===== config.mk =====
export PLATFORM = sky130hd
export DESIGN_NAME = wofs_clk_div
export DESIGN_NICKNAME = d
export VERILOG_FILES = /design/src/rtl/wdiv_pkg.sv /design/src/rtl/wdiv_word_guard.sv /design/src/rtl/wdiv_period_ctr.sv /design/src/rtl/wdiv_out_reg.sv /design/src/rtl/wofs_clk_div.sv
export SDC_FILE = /design/constraint.sdc
export NUM_CORES = 1
export LEC_CHECK = 0
export ABC_AREA = 1
export BUFFER_PORTS_ARGS = -buffer_cell sky130_fd_sc_hd__clkbuf_2
export CORE_UTILIZATION = 55
export CTS_CLUSTER_DIAMETER = 50
export CTS_CLUSTER_SIZE = 30
export DETAILED_ROUTE_END_ITERATION = 6
export PLACE_DENSITY_LB_ADDON = 0.25
export SETUP_SLACK_MARGIN = 0.5
export SYNTH_ARGS = -nofsm -noshare
export SYNTH_HDL_FRONTEND = slang
export SYNTH_SLANG_ARGS = --single-unit

===== constraint.sdc =====
create_clock -name clk_i -period 1.6 [get_ports clk_i]
set_input_delay 0.16 -clock clk_i [delete_from_list [all_inputs] [get_ports clk_i]]
set_output_delay 0.16 -clock clk_i [all_outputs]
set_load 0.01 [all_outputs]

===== src/rtl/wdiv_pkg.sv =====
// Package: shared default settings for the word-offset clock divider.
// Assumes: users override these only through the top-level parameters.
package wdiv_pkg;
    localparam int unsigned DEF_WORD_W  = 7; // width of the divide word
    localparam int unsigned DEF_OFFSET  = 2; // ratio = word + offset
    localparam int unsigned DEF_LOW_LEN = 2; // low cycles per output period
endpackage


===== src/rtl/wdiv_word_guard.sv =====
// Module: wdiv_word_guard
// Maps an illegal zero word onto the smallest legal word. It also keeps a
// sticky flag that records a zero word taken at a period end.
// Assumes: sample_i pulses on the cycle whose edge reloads the counter.
module wdiv_word_guard #(
    parameter int unsigned WORD_W = 7
) (
    input  logic              clk_i,
    input  logic              rst_ni,
    input  logic [WORD_W-1:0] word_i,
    input  logic              sample_i,
    output logic [WORD_W-1:0] word_eff_o,
    output logic              illegal_o
);
    logic is_zero;
    logic flag_q;

    // Substitute word 1 for the illegal zero word.
    always_comb begin
        is_zero    = (word_i == '0);
        word_eff_o = is_zero ? WORD_W'(1) : word_i;
    end

    // Sticky flag: set when a zero word is taken, cleared only by reset.
    always_ff @(posedge clk_i) begin
        if (!rst_ni) begin
            flag_q <= 1'b0;
        end else if (sample_i && is_zero) begin
            flag_q <= 1'b1;
        end
    end

    assign illegal_o = flag_q;
endmodule


===== src/rtl/wdiv_period_ctr.sv =====
// Module: wdiv_period_ctr
// Down-counter that spans one output period. It loads ratio-1 and counts to
// zero. The next word is taken only when the count is zero, so a period is
// never truncated.
// Assumes: word_eff_i is nonzero. CNT_W holds 2^WORD_W - 1 + OFFSET - 1.
module wdiv_period_ctr #(
    parameter int unsigned WORD_W = 7,
    parameter int unsigned OFFSET = 2,
    parameter int unsigned CNT_W  = 8
) (
    input  logic              clk_i,
    input  logic              rst_ni,
    input  logic [WORD_W-1:0] word_eff_i,
    output logic [CNT_W-1:0]  cnt_nxt_o,
    output logic              wrap_o
);
    logic [CNT_W-1:0] cnt_q;
    logic [CNT_W-1:0] reload;

    // Reload value and next count: reload at zero, otherwise count down.
    always_comb begin
        reload    = CNT_W'(word_eff_i) + CNT_W'(OFFSET - 1);
        wrap_o    = (cnt_q == '0);
        cnt_nxt_o = wrap_o ? reload : (cnt_q - CNT_W'(1));
    end

    // Count register: reset loads the current word's period.
    always_ff @(posedge clk_i) begin
        if (!rst_ni) begin
            cnt_q <= reload;
        end else begin
            cnt_q <= cnt_nxt_o;
        end
    end
endmodule


===== src/rtl/wdiv_out_reg.sv =====
// Module: wdiv_out_reg
// Registered divided-clock output. It is low while the count register holds
// a value below LOW_LEN, that is for LOW_LEN cycles per period. It decodes
// the next count, so the output and the count register change together.
// Assumes: LOW_LEN is below the smallest ratio.
module wdiv_out_reg #(
    parameter int unsigned CNT_W   = 8,
    parameter int unsigned LOW_LEN = 2
) (
    input  logic             clk_i,
    input  logic             rst_ni,
    input  logic [CNT_W-1:0] cnt_nxt_i,
    output logic             div_clk_o
);
    logic out_q;

    // Output flip-flop: high in reset, low for the last LOW_LEN counts.
    always_ff @(posedge clk_i) begin
        if (!rst_ni) begin
            out_q <= 1'b1;
        end else begin
            out_q <= (cnt_nxt_i >= CNT_W'(LOW_LEN));
        end
    end

    assign div_clk_o = out_q;
endmodule


===== src/rtl/wofs_clk_div.sv =====
// Module: wofs_clk_div
// Top of the word-offset clock divider: ratio = word + OFFSET, with a fixed
// LOW_LEN-cycle low phase at the end of each output period.
// Assumes: word_i is static or changes rarely, and unconnected bits are tied
// to 1 at integration.
module wofs_clk_div #(
    parameter int unsigned WORD_W  = wdiv_pkg::DEF_WORD_W,
    parameter int unsigned OFFSET  = wdiv_pkg::DEF_OFFSET,
    parameter int unsigned LOW_LEN = wdiv_pkg::DEF_LOW_LEN
) (
    input  logic              clk_i,
    input  logic              rst_ni,
    input  logic [WORD_W-1:0] word_i,
    output logic              div_clk_o,
    output logic              illegal_o
);
    localparam int unsigned MAX_RATIO = (1 << WORD_W) - 1 + OFFSET;
    localparam int unsigned CNT_W     = $clog2(MAX_RATIO);

    logic [WORD_W-1:0] word_eff;
    logic [CNT_W-1:0]  cnt_nxt;
    logic              wrap;

    wdiv_word_guard #(
        .WORD_W (WORD_W)
    ) guard_i (
        .clk_i      (clk_i),
        .rst_ni     (rst_ni),
        .word_i     (word_i),
        .sample_i   (wrap),
        .word_eff_o (word_eff),
        .illegal_o  (illegal_o)
    );

    wdiv_period_ctr #(
        .WORD_W (WORD_W),
        .OFFSET (OFFSET),
        .CNT_W  (CNT_W)
    ) ctr_i (
        .clk_i      (clk_i),
        .rst_ni     (rst_ni),
        .word_eff_i (word_eff),
        .cnt_nxt_o  (cnt_nxt),
        .wrap_o     (wrap)
    );

    wdiv_out_reg #(
        .CNT_W   (CNT_W),
        .LOW_LEN (LOW_LEN)
    ) out_i (
        .clk_i     (clk_i),
        .rst_ni    (rst_ni),
        .cnt_nxt_i (cnt_nxt),
        .div_clk_o (div_clk_o)
    );
endmodule


==> Yosys cells after proc, flatten, opt, wreduce, memory -nomap -nowiden <==
Index checks and enable logic that the tools add are counted.
{ "word_totals": {"reg_bits": 10, "input_bits": 9, "output_inout_bits": 2, "elab_cells": 12} }
{ "classes": {"add_sub_neg": 2, "order_cmp": 1, "muxes": 3, "reduce_logical": 3} }
{ "ops": {"columns": ["op", "n"], "rows": [
  ["$mux 8", 2],
  ["$add 7x1->8 const B", 1],
  ["$ge 8x2->1 const B", 1],
  ["$logic_not 8->1", 1],
  ["$sub 8x1->8 const B", 1],
  ["$logic_not 7->1", 1],
  ["$mux 7", 1],
  ["$logic_and 1x1->1", 1]
]} }

==> Longest topological paths before layout <==
Gate-level depths: netlist of the first run.
{ "logic_depth": {"ltp_word": 5, "ltp_mapped": 10, "ltp_nobuf": 10} }

==> By module <==
Synthesis of the first run repeated with hierarchy kept, for this count alone.
{ "hier_totals": {"cells_unflattened": 148, "area_unflattened_um2": 908.4} }
{ "modules_own_cells": {"columns": ["module", "instances", "cells_per_inst", "area_each_um2", "seq_area_each_um2"], "rows": [
  ["wdiv_period_ctr", 1, 109, 713.2, 160.2],
  ["wdiv_word_guard", 1, 24, 122.6, 20.0],
  ["wdiv_out_reg", 1, 15, 72.6, 20.0]
]} }

==> Worst setup path after synthesis of the first run <==
OpenSTA, ideal clock, no wires.
{ "synth_timing": {"path_kind": "register to register", "start": "reg ctr_i.cnt_q[0]", "end": "reg out_i.out_q (netlist: out_i.div_clk_o)", "setup_time_ns": 0.132, "arrival_ns": 1.193, "required_ns": 1.468, "setup_slack_ns": 0.275, "stages_incl_launch_ff": 11, "path_buffers": 1, "period_less_slack_ns": 1.325, "cell_sequence": "dfxtp_1 > inv_1 > ha_1 > nand2_1 > nor2_4 > buf_6 > nand3_2 > nand2_2 > nand2_1 > nor2_1 > nand3_1"} }
{ "synth_between": {"elab_chain_len": 3, "word_cells_on_any_way": 4, "cone_classes": "1 x add/sub; 1 x order compare; 1 x mux; 1 x reduce/logical"} }
{ "synth_rtl": {"columns": ["item", "line_no", "rtl"], "rows": [
  ["start, declared", "wdiv_period_ctr.sv:17", "logic [CNT_W-1:0] cnt_q;"],
  ["start signal, assigned", "wdiv_period_ctr.sv:30", "cnt_q <= reload;"],
  ["start signal, assigned", "wdiv_period_ctr.sv:32", "cnt_q <= cnt_nxt_o;"],
  ["$sub 8x1->8 or $logic_not 8->1 (tied branches)", "wdiv_period_ctr.sv:24, wdiv_period_ctr.sv:23", null],
  ["$mux 8 *", "wdiv_period_ctr.sv:24", "cnt_nxt_o = wrap_o ? reload : (cnt_q - CNT_W'(1));"],
  ["$ge 8x2->1 *", "wdiv_out_reg.sv:22", "out_q <= (cnt_nxt_i >= CNT_W'(LOW_LEN));"],
  ["end signal, assigned", "wdiv_out_reg.sv:22", null],
  ["end, declared", "wdiv_out_reg.sv:15", "logic out_q;"]
]} }
Every way passes the cells marked *; elsewhere a longest branch is shown, timed or not.
A chain may end at the register's enable or synchronous reset.

==> Worst setup path after layout of the first run <==
Same ends and word-level chain as after synthesis.

==> results of run 1 <==
[per-layer routing]
layer	vias to the layer above	GRT usage, %
met5	-	0
met4	0	24.1
met3	13	7.39
met2	36	53.3
met1	443	34.5
li1	460	-
[worst register-to-register path, cell delays in order, from the launching register on]
cell and delay, ns:
dfxtp_2 0.33, inv_4 0.08, ha_4 0.14, nand2_4 0.07, nor2_4 0.20, nand2_1 0.12, nand2_1 0.09, nand2_1 0.06
nor2_2 0.12, nand3_1 0.08
[metrics by stage]
step           total power (W)  hold slack, ns  util, %  area [um^2]
6_report              0.000876           0.161     79.9         1050
5_1_grt               0.000934           0.169     79.9         1050
4_1_cts               0.000835           0.124     77.2         1020
3_5_place_dp          0.000601           0.399     65.7          866
3_3_place_gp          0.000587           0.400     65.7          866
2_1_floorplan         0.000533           0.257        -          812
[cells in the mapped netlist]
master    number
a21oi_1        4
a31oi_1        2
buf_6          1
clkbuf_1       1
dfxtp_1       10
ha_1           2
inv_1         20
nand2_1       43
nand2_2        2
nand3_1       16
nand3_2        2
nand3b_1       2
nand4_1        2
nor2_1        12
nor2_2         1
nor2_4         3
nor3_1         1
o21ai_0        5
o31ai_1        1
or2_0          1
xnor2_1        1
[worst paths after layout]
path,startpoint,to,slack [ns],cells after the start
setup / recovery,ctr_i.cnt_q[0],out_i.div_clk_o,0.19,9
hold / removal,word_i[0],ctr_i.cnt_q[0],0.16,2
setup reg to reg,ctr_i.cnt_q[0],out_i.div_clk_o,0.19,9
hold reg to reg,guard_i.illegal_o,guard_i.illegal_o,0.58,2
[power by group]
part | switching [W] | internal, W | total (W)
registers | 0.0000397 | 0.000287 | 0.000327
logic | 0.000224 | 0.000154 | 0.000377
clock network | 0.0000852 | 0.0000870 | 0.000172
total | 0.000349 | 0.000528 | 0.000876
[state kept, by name (all words and copies together) (netlist names)]
register	count
out_i.div_clk_o	1
ctr_i.cnt_q	8
guard_i.illegal_o	1
[area by class of cell]
cell class / instances / share of cell area, %
Timing Repair Buffer: 19 / 12.2
Sequential cell: 10 / 19.9
Clock buffer: 3 / 2.14
Tap cell: 15 / 1.78
Inverter: 20 / 7.61
Multi-Input combinational cell: 101 / 56.4
[cell families after synthesis]
family,synth area share [%]
and+or+nand+nor,50.6
buffers and inverters,11.4
AOI/OAI and AO/OA,8.27
DFF,25.4
xor gates and xnor gates,1.11
adders and majority gates,3.18
[timing repair]
item | in CTS | in global routing
resized for setup | 19 | 6
setup buffers | 7 | 2
setup endpoints to repair | 10 | 10
pin swaps | 15 | 7
cloned | 1 | 0
==> flow_metrics.py, run 1 <==
metrics = {
    "timing": {
        "final_hold_vios": 0,
        "timing.final.crit_share_pct": 87.9,
        "fin_ws_ns": 0.194,
        "timing.final.crit_period_ns": 1.41,
        "setup_total_negative_slack_ns": 0,
        "grt_setup_unrepaired": "yes",
        "worst_slew_pin_slew_ns": 0.236,
        "setup-violations-final": 0,
        "timing_max_transition_violations_final": 0,
        "max_freq_ghz": 0.711,
        "slew_headroom_pct": 84.2,
        "clock_skew_ns": 0.00289,
    },
    "cts": {
        "cts.sink_count": 10,
        "cts-htree-levels": 1,
        "cts_hold_repair.buffers": 0,
        "clock_tree_from_tritoncts": "built",
        "clk_transition_reported_paths_ns": 0.06,
        "insertion_delay_ns": 0.27,
        "tritoncts.num_buffers": 3,
        "cts-root-buf": "clkbuf_4",
        "clock_path_buffers": 2,
    },
    "job": {
        "maxCapViolCount": 0,
    },
    "worst_setup_path": {
        "cp_slowest_stage_delay_ns": 0.33,
        "type_of_element_capturing_the_critical_path": "flip-flop",
        "cp.arrival_ns": 1.56,
        "worst_path_most_repeated_cell": "nand2_1",
        "timing.critical_path.from_type": "flip-flop",
        "timing.critical_path.max_delay_family": "simple AND/OR/NAND/NOR gates",
        "path_buf_inv": 1,
        "critical_path_cell_sequence": "inv_4, ha_4, nand2_4, nor2_4, nand2_1, nand2_1, nand2_1, nor2_2, nand3_1",
        "standard_cell_with_the_maximum_stage_delay_on_the_critical_path": "dfxtp_2",
        "top_fanout_value_on_the_critical_path": 5,
        "worst-setup-path-type": "flip-flop to flip-flop",
        "critical_path_required_ns": 1.76,
    },
    "power": {
        "power.density_nw_per_um2": 833,
        "vdd_ir_drop_max_v": 0.000482,
        "power.static_leakage_nw": 0.533,
    },
    "global_route": {
        "groute.usage.overall_pct": 32.0,
        "globalRouteOverflowTotal": 0,
        "first_global_vias": 808,
        "grt_antenna_before_repair": 0,
        "grt_first_pass_wirelength_mm": 3.25,
        "grt_start_max_net_pins": 13,
    },
    "route": {
        "remaining_antenna_violation_count": 0,
        "route.vias.total": 952,
        "totalWireLength_mm": 2.38,
        "wl_met3_um": 81,
        "post_drt_wl_per_cell_um": 14.2,
        "met2_length_mm": 1.28,
        "wl_met1_um": 902,
        "detail_route.iter0.violations": 20,
        "drt_pass1_iterations": 4,
        "routed.top_layer": "met4",
        "drcViolationCount": 0,
        "avg_vias_per_cell": 5.67,
    },
    "placed_design": {
        "dp.final_hpwl_mm": 1.42,
        "post-place-cells": 155,
        "place.port_buffers": 10,
        "place_ws_ns": 0.183,
        "gp_congestion": 0.789,
    },
    "layout": {
        "final_net_count": 166,
        "sequential_cell_area_in_the_final_layout_um2": 209,
        "n_fill_cell": 104,
        "most_frequent_standard_cell_in_the_layout_excluding_fill_and_tap_cells": "nand2_1",
        "multiInputGateArea_um2": 593,
        "layout-drive-gt1-share_pct": 35.9,
        "top_library_cells_by_usage_in_the_layout_fill_and_taps_aside": "nand2_1 (39), inv_1 (17), nand3_1 (12)",
        "antenna-diode-count": 0,
        "instances_no_fill": 168,
        "area_delta_synth_final_pct": 33.7,
    },
    "floorplanning": {
        "die_w_um": 39.8,
        "placement_rows": 13,
        "fp.coreArea_um2": 1320,
        "initial_core_util_pct": 59.7,
        "ios": 11,
        "die-area_um2": 1590,
        "chip_height_um": 39.8,
    },
    "logic_synthesis": {
        "syn_nets": 143,
        "synth.lib_cells_used.distinct": 21,
        "synthDominantCellAreaShare_pct": 25.4,
        "synth-seq-cells": 10,
        "post_synth.cell_area_avg_um2": 5.96,
        "syn-instance-count": 132,
        "yosys_warnings": 0,
        "cells_taking_the_most_area_after_synthesis": "dfxtp_1 (25%), nand2_1 (21%), nand3_1 (10%), inv_1 (9.5%), nor2_1 (5.7%)",
        "synth_sequential_area_ratio_pct": 25.4,
        "synthDominantAreaCellType": "dfxtp_1",
        "synth.cell_area_um2": 787,
    },
    "worst_hold_path": {
        "min-delay-path-class": "input pin to flip-flop",
    },
    "run_status": {
        "status": "finished, final reports clean",
    },
}
No activity file was read; power rests on OpenSTA's default activity.
==> run 2, diff against run 1 <==
Settings changed: CELL_PAD_IN_SITES_DETAIL_PLACEMENT set to 1, CELL_PAD_IN_SITES_GLOBAL_PLACEMENT set to 2, CORE_UTILIZATION 55 to 30, HOLD_SLACK_MARGIN set to 0.12, SYNTH_HIERARCHICAL set to 1.
==> run 2 against run 1 <==
Against the previous run: clock skew is 0.0072 ns higher; count of clock-buffer cells in the layout did not move; sequential power grew 7.0%; sequential cell count did not move; largest cell class unchanged; largest power group unchanged; highest routed layer unchanged.
==> flow_metrics.py, run 2 <==
metrics = {
    "run_status": {
        "status": "finished, final reports clean",
    },
    "worst_setup_path": {
        "timing.critical_path.from_type": "flip-flop",
        "cp_slowest_stage_delay_ns": 0.34,
        "worst-setup-path-type": "flip-flop to flip-flop",
        "timing.critical_path.max_delay_family": "simple AND/OR/NAND/NOR gates",
        "cp.arrival_ns": 1.72,
        "worst_path_most_repeated_cell": "nand2_1",
        "critical_path_cell_sequence": "inv_4, ha_4, nand3_4, nor2_8, nand2_1, and2_1, inv_1, nand2_1, nor2_1, nand2_1",
        "standard_cell_with_the_maximum_stage_delay_on_the_critical_path": "dfxtp_2",
        "path_buf_inv": 2,
        "top_fanout_value_on_the_critical_path": 7,
        "critical_path_required_ns": 1.76,
        "type_of_element_capturing_the_critical_path": "flip-flop",
    },
    "logic_synthesis": {
        "post_synth.cell_area_avg_um2": 6.14,
        "synth-simple-area-share_pct": 46.0,
        "synth_ff_type": "dfxtp_1",
        "post_synth_xor_area_fraction_pct": 3.86,
        "synth_fa_ha_area_share_pct": 4.13,
        "synth_compound_area_share_pct": 7.58,
        "synthDominantCellAreaShare_pct": 22.0,
        "post_synth_edffs": 0,
        "cells_taking_the_most_area_after_synthesis": "dfxtp_1 (22%), nand2_1 (16%), inv_1 (11%), nand3_1 (10%), ha_1 (4.1%)",
        "syn-instance-count": 148,
        "synth.lib_cells_used.distinct": 26,
        "synth.most_common_cell": "nand2_1",
        "synth-seq-cells": 10,
        "synth.cells.most_frequent": "nand2_1 (39), inv_1 (26), nand3_1 (19), dfxtp_1 (10), nor2_1 (8)",
        "synthDominantAreaCellType": "dfxtp_1",
        "ys_async_sr_fraction_pct": 0,
        "synth_sequential_area_ratio_pct": 22.0,
        "synth.cell_area_um2": 908,
        "syn_nets": 160,
        "yosys_warnings": 6,
        "synthMuxAreaShare_pct": 1.10,
        "synth_top_family_by_area": "simple AND/OR/NAND/NOR gates",
    },
    "layout": {
        "final_net_count": 194,
        "top_library_cells_by_usage_in_the_layout_fill_and_taps_aside": "nand2_1 (30), buf_4 (21), inv_1 (16)",
        "layout-drive-gt1-share_pct": 57.2,
        "antenna-diode-count": 0,
        "utilization_pct": 54.3,
        "instances_no_fill": 211,
        "largest_register": "ctr_i/cnt_q",
        "number_of_flip_flops_under_the_largest_register_name": 8,
        "most_frequent_standard_cell_in_the_layout_excluding_fill_and_tap_cells": "nand2_1",
        "area_delta_synth_final_pct": 67.6,
    },
    "power": {
        "vdd_ir_drop_max_v": 0.000257,
        "power.sequential.fraction_pct": 28.7,
        "relative_contribution_of_the_clock_network_to_total_power_pct": 14.3,
        "netSwitchingFraction_pct": 42.4,
        "power.density_nw_per_um2": 800,
        "power.static_leakage_nw": 0.748,
        "power_report.internal_total_w": 0.000701,
        "p_sw_w": 0.000516,
        "comb_power_share_pct": 57.0,
    },
    "route": {
        "detail_route.iter0.violations": 26,
        "drt_pass1_iterations": 4,
        "remaining_antenna_violation_count": 0,
        "totalWireLength_mm": 2.89,
        "drcViolationCount": 0,
        "route.vias.total": 996,
        "avg_vias_per_cell": 4.72,
        "post_drt_wl_per_cell_um": 13.7,
    },
    "cts": {
        "cts-root-buf": "clkbuf_4",
        "clock_path_buffers": 2,
        "clock_tree_from_tritoncts": "built",
        "cts.sink_count": 10,
        "cts-htree-levels": 1,
        "tritoncts.num_buffers": 3,
        "clk_transition_reported_paths_ns": 0.07,
        "insertion_delay_ns": 0.27,
    },
    "floorplanning": {
        "fp.coreArea_um2": 2810,
        "chip_height_um": 57.0,
        "ios": 11,
        "die_w_um": 57.0,
        "placement_rows": 19,
        "die-area_um2": 3250,
        "initial_core_util_pct": 32.4,
    },
    "timing": {
        "timing.final.crit_share_pct": 97.8,
        "fin_ws_ns": 0.0345,
        "max_freq_ghz": 0.639,
        "setup-violations-final": 0,
        "timing_max_transition_violations_final": 0,
        "final_hold_vios": 0,
        "timing.final.crit_period_ns": 1.57,
        "clock_skew_ns": 0.0101,
        "worst_slew_pin_slew_ns": 0.305,
        "grt_setup_unrepaired": "yes",
        "slew_headroom_pct": 79.6,
    },
    "global_route": {
        "groute.usage.overall_pct": 17.9,
        "globalRouteOverflowTotal": 0,
        "grt_start_max_net_pins": 14,
        "grt_first_pass_wirelength_mm": 4.44,
        "first_global_vias": 1053,
        "grt_antenna_before_repair": 0,
    },
    "job": {
        "maxCapViolCount": 0,
    },
    "placed_design": {
        "gp_congestion": 0.797,
        "place.port_buffers": 10,
        "post-place-cells": 192,
        "dp.final_hpwl_mm": 2.04,
        "place_ws_ns": -0.175,
    },
    "worst_hold_path": {
        "min-delay-path-class": "input pin to flip-flop",
    },
}
-- run 2: cells by family (layout without fill, tap and decap cells) --
family / after synthesis / after routing
mux: 1 / 1
compound gates: 11 / 11
fa+ha+maj: 3 / 3
xor+xnor: 4 / 4
flops: 10 / 10
simple gates: 83 / 83
buf+inv: 36 / 68
-- run 2: worst min-delay path: stages --
cell      delay, ns
clkbuf_2       0.21
inv_1          0.12
a21oi_2        0.03
-- run 2: final timing paths --
| kind | depth (start not counted) | slack [ns] | end | from |
|---|---|---|---|---|
| setup / recovery | 10 | 0.03 | out_i/div_clk_o | ctr_i/cnt_q[0] |
| hold / removal | 3 | 0.29 | guard_i/illegal_o | rst_ni |
| setup reg to reg | 10 | 0.03 | out_i/div_clk_o | ctr_i/cnt_q[0] |
| hold reg to reg | 2 | 0.47 | guard_i/illegal_o | guard_i/illegal_o |
-- run 2: cell type report --
| class | count | area, um^2 |
|---|---|---|
| clock buffer | 3 | 22.5 |
| fill | 344 | 1280 |
| inverter | 29 | 141 |
| multi-input combinational | 102 | 817 |
| sequential | 10 | 205 |
| tap | 31 | 38.8 |
| timing repair buffer | 36 | 298 |
-- run 2: power groups by stage --
stage	Combinational [W]	Clock [W]	Sequential (W)
finish	0.000694	0.000173	0.000350
CTS	0.000539	0.000176	0.000342
global placement	0.000442	0	0.000339
detailed placement	0.000457	0	0.000340
global route	0.000759	0.000190	0.000356
floorplan	0.000344	0	0.000330
-- run 2: repair_timing --
action,in CTS,in global routing
hold buffers,0,0
gates resized for setup,26,45
setup endpoints to repair,10,10
buffers inserted,9,7
pin swaps,20,32
-- run 2: metrics by stage --
stage | instance area (um^2) | TNS (ns) | hold WS [ns] | total power, W
after floorplan | 975 | 0 | 0.282 | 0.000674
after global placement | 1110 | -0.121 | 0.446 | 0.000782
after detailed placement | 1110 | -0.175 | 0.460 | 0.000797
after CTS | 1300 | 0 | 0.282 | 0.00106
after global routing | 1520 | -0.0858 | 0.306 | 0.00130
final | 1520 | 0 | 0.292 | 0.00122
-- run 2: routing by layer --
layer	part of all wire (%)	vias up	global-route usage, %
met2	56	16	34.5
met5	0	-	0
li1	-	516	-
met1	40	456	19.1
met4	3.1	0	9.76
met3	1.2	8	1.36
==> run 3, diff against run 2 <==
--- a/config.mk
+++ b/config.mk
@@ -17,3 +17,3 @@
 export PLACE_DENSITY_LB_ADDON = 0.25
-export SETUP_SLACK_MARGIN = 0.5
+export SETUP_SLACK_MARGIN = 0.05
 export SYNTH_ARGS = -nofsm -noshare
==> constraint.sdc (replaced) <==
create_clock -name clk_i -period 1.6 [get_ports clk_i]
set_input_delay 0.32 -clock clk_i [delete_from_list [all_inputs] [get_ports clk_i]]
set_output_delay 0.32 -clock clk_i [all_outputs]
set_load 0.01 [all_outputs]
==> run 3 against run 2 <==
Against the previous run: the flow now finishes with violations (setup timing); combinational power decreased by 19%; sequential share of layout area is 0.68 points higher; sequential power shrank 5%; fmax fell by 3.3%; count of clock-buffer cells in the layout did not move; critical path depth is 7 higher; via count decreased by 1.5%; power fell by 13%; wire length down 6.7%; critical path type is now input pin to flip-flop; largest power group unchanged; highest routed layer unchanged.
==> flow_metrics.py, run 3 (synthesis gave the netlist of run 2 again) <==
metrics = {
    "cts": {
        "cts.sink_count": 10,
        "clk_transition_reported_paths_ns": 0.06,
        "tritoncts.num_buffers": 3,
        "cts-root-buf": "clkbuf_4",
        "insertion_delay_ns": 0.25,
        "clock_path_buffers": 2,
        "cts-htree-levels": 1,
        "clock_tree_from_tritoncts": "built",
    },
    "timing": {
        "clock_skew_ns": 0.00422,
        "timing.final.crit_share_pct": 101,
        "worst_slew_pin_slew_ns": 0.258,
        "slew_headroom_pct": 82.7,
        "grt_setup_unrepaired": "yes",
        "setup-violations-final": 1,
        "timing.final.crit_period_ns": 1.62,
        "max_freq_ghz": 0.618,
        "fin_ws_ns": -0.0185,
        "timing_max_transition_violations_final": 0,
        "final_hold_vios": 0,
    },
    "global_route": {
        "first_global_vias": 1004,
        "grt_first_pass_wirelength_mm": 4.49,
        "grt_antenna_before_repair": 0,
        "globalRouteOverflowTotal": 0,
        "grt_start_max_net_pins": 14,
        "groute.usage.overall_pct": 18.0,
    },
    "power": {
        "comb_power_share_pct": 53.3,
        "vdd_ir_drop_max_v": 0.000273,
        "relative_contribution_of_the_clock_network_to_total_power_pct": 15.1,
        "power.density_nw_per_um2": 748,
        "power.static_leakage_nw": 0.714,
        "power.sequential.fraction_pct": 31.6,
        "p_sw_w": 0.000431,
        "power_report.internal_total_w": 0.000627,
        "netSwitchingFraction_pct": 40.7,
    },
    "run_status": {
        "failed_checks": "setup timing",
        "status": "complete, but fails checks",
    },
    "layout": {
        "utilization_pct": 50.4,
        "number_of_flip_flops_under_the_largest_register_name": 8,
        "area_delta_synth_final_pct": 55.6,
        "instances_no_fill": 210,
        "most_frequent_standard_cell_in_the_layout_excluding_fill_and_tap_cells": "nand2_1",
        "final_net_count": 193,
        "layout-drive-gt1-share_pct": 48.0,
        "antenna-diode-count": 0,
        "top_library_cells_by_usage_in_the_layout_fill_and_taps_aside": "nand2_1 (30), buf_4 (25), inv_1 (18)",
        "n_fill_cell": 356,
        "largest_register": "ctr_i/cnt_q",
    },
    "placed_design": {
        "post-place-cells": 199,
        "place.port_buffers": 10,
        "dp.final_hpwl_mm": 2.08,
        "gp_congestion": 0.860,
    },
    "route": {
        "route.vias.total": 981,
        "detail_route.iter0.violations": 8,
        "post_drt_wl_per_cell_um": 12.8,
        "totalWireLength_mm": 2.70,
        "drt_pass1_iterations": 2,
        "avg_vias_per_cell": 4.67,
        "remaining_antenna_violation_count": 0,
        "drcViolationCount": 0,
    },
    "worst_hold_path": {
        "min-delay-path-class": "input pin to flip-flop",
        "min_delay_path_depth": 2,
        "timing.hold.worst.start": "rst_ni",
        "hold_path_endpoint": "ctr_i/cnt_q[0]",
    },
    "worst_setup_path": {
        "rr_startpoint": "ctr_i/cnt_q[1]",
        "regToRegSetupSlack_ns": 0.04,
        "timing.critical_path.max_delay_family": "simple AND/OR/NAND/NOR gates",
        "critical_path_required_ns": 1.74,
        "standard_cell_with_the_maximum_stage_delay_on_the_critical_path": "ha_4",
        "r2r-end": "out_i/div_clk_o",
        "type_of_element_capturing_the_critical_path": "flip-flop",
        "worst-setup-path-type": "input pin to flip-flop",
        "worst_path_most_repeated_cell": "nand2_2",
        "cp.arrival_ns": 1.75,
        "timing.reg2reg.worst_path_depth": 11,
        "timing.critical_path.from_type": "input pin",
        "cp_slowest_stage_delay_ns": 0.15,
        "top_fanout_value_on_the_critical_path": 3,
        "path_buf_inv": 3,
        "critical_path_cell_sequence": "clkbuf_16, clkinv_8, nand2_4, nor2_4, nand2_2, nand2_4, ha_4, nand3_4, nor2_4, nand2_2, nand2_2, nand2_2, and2_4, inv_2, nand2_2, nor2_2, nand2_1",
    },
    "floorplanning": {
        "fp.coreArea_um2": 2810,
        "chip_height_um": 57.0,
        "placement_rows": 19,
        "die-area_um2": 3250,
        "initial_core_util_pct": 32.4,
        "ios": 11,
        "die_w_um": 57.0,
    },
    "job": {
        "maxCapViolCount": 0,
    },
}
run 3: changes by cell type in the layout (fill, tap and decap cells not counted), moves of 3 or more:
cell,change
dfxtp_2,-4
buf_6,-7
dfxtp_1,+4
nand3_1,+6
inv_4,-3
nand3_4,-4
buf_4,+4
run 3: area by class of cell:
class	count	area (um^2)	area share, %
tap	31	38.8	2.74
clock buffer	3	22.5	1.59
multi-input combinational	102	723	51.2
sequential	10	200	14.2
timing repair buffer	35	290	20.5
inverter	29	139	9.82
run 3: worst max-delay path by stage:
stage              start              end  slack (ns)  depth (start not counted)
3_3_place_gp   word_i[4]  out_i/div_clk_o       -0.28                         17
3_5_place_dp   word_i[4]  out_i/div_clk_o       -0.40                         17
2_1_floorplan  word_i[4]  out_i/div_clk_o       -0.03                         16
6_report       word_i[6]  out_i/div_clk_o       -0.02                         17
5_1_grt        word_i[6]  out_i/div_clk_o       -0.09                         17
4_1_cts        word_i[1]  out_i/div_clk_o       -0.04                         17
run 3: what timing repair did:
item / CTS / global route
setup endpoints to repair: 2 / 4
pin swaps: 14 / 11
hold buffers: 0 / 0
resized for setup: 15 / 29
setup buffers: 6 / 2
run 3: metal layers:
layer | up-vias | share of wire (%) | routed length [um] | global-route usage (%)
met5 | - | 0 | 0 | 0
met4 | 0 | 1.0 | 27 | 7.32
met3 | 2 | 0.82 | 22 | 1.36
met2 | 9 | 57 | 1540 | 33.8
met1 | 461 | 41 | 1110 | 21.0
li1 | 509 | - | - | -
run 3: stage by stage:
stage | total power (W) | hold WS, ns | setup WS (ns) | setup TNS, ns | instance area (um^2)
after floorplan | 0.000664 | 0.442 | -0.0254 | -0.0254 | 958
after global placement | 0.000796 | 0.446 | -0.281 | -0.437 | 1150
after detailed placement | 0.000813 | 0.464 | -0.399 | -0.913 | 1150
after CTS | 0.00101 | 0.438 | -0.0390 | -0.0390 | 1290
after global routing | 0.00115 | 0.451 | -0.0938 | -0.148 | 1410
final | 0.00106 | 0.451 | -0.0185 | -0.0185 | 1410
run 3: worst reg2reg max path, delay by kind of cell (launching register included):
kind | cells | cell delay (ns)
fa+ha+maj | 1 | 0.17
flops | 1 | 0.35
simple gates | 7 | 0.73
buf+inv | 3 | 0.21
run 3: power groups by stage:
stage	Combinational [W]	Clock [W]	Sequential, W
2_1_floorplan	0.000334	0	0.000330
4_1_cts	0.000506	0.000171	0.000332
3_5_place_dp	0.000475	0	0.000338
5_1_grt	0.000627	0.000181	0.000340
6_report	0.000564	0.000160	0.000334
3_3_place_gp	0.000459	0	0.000337
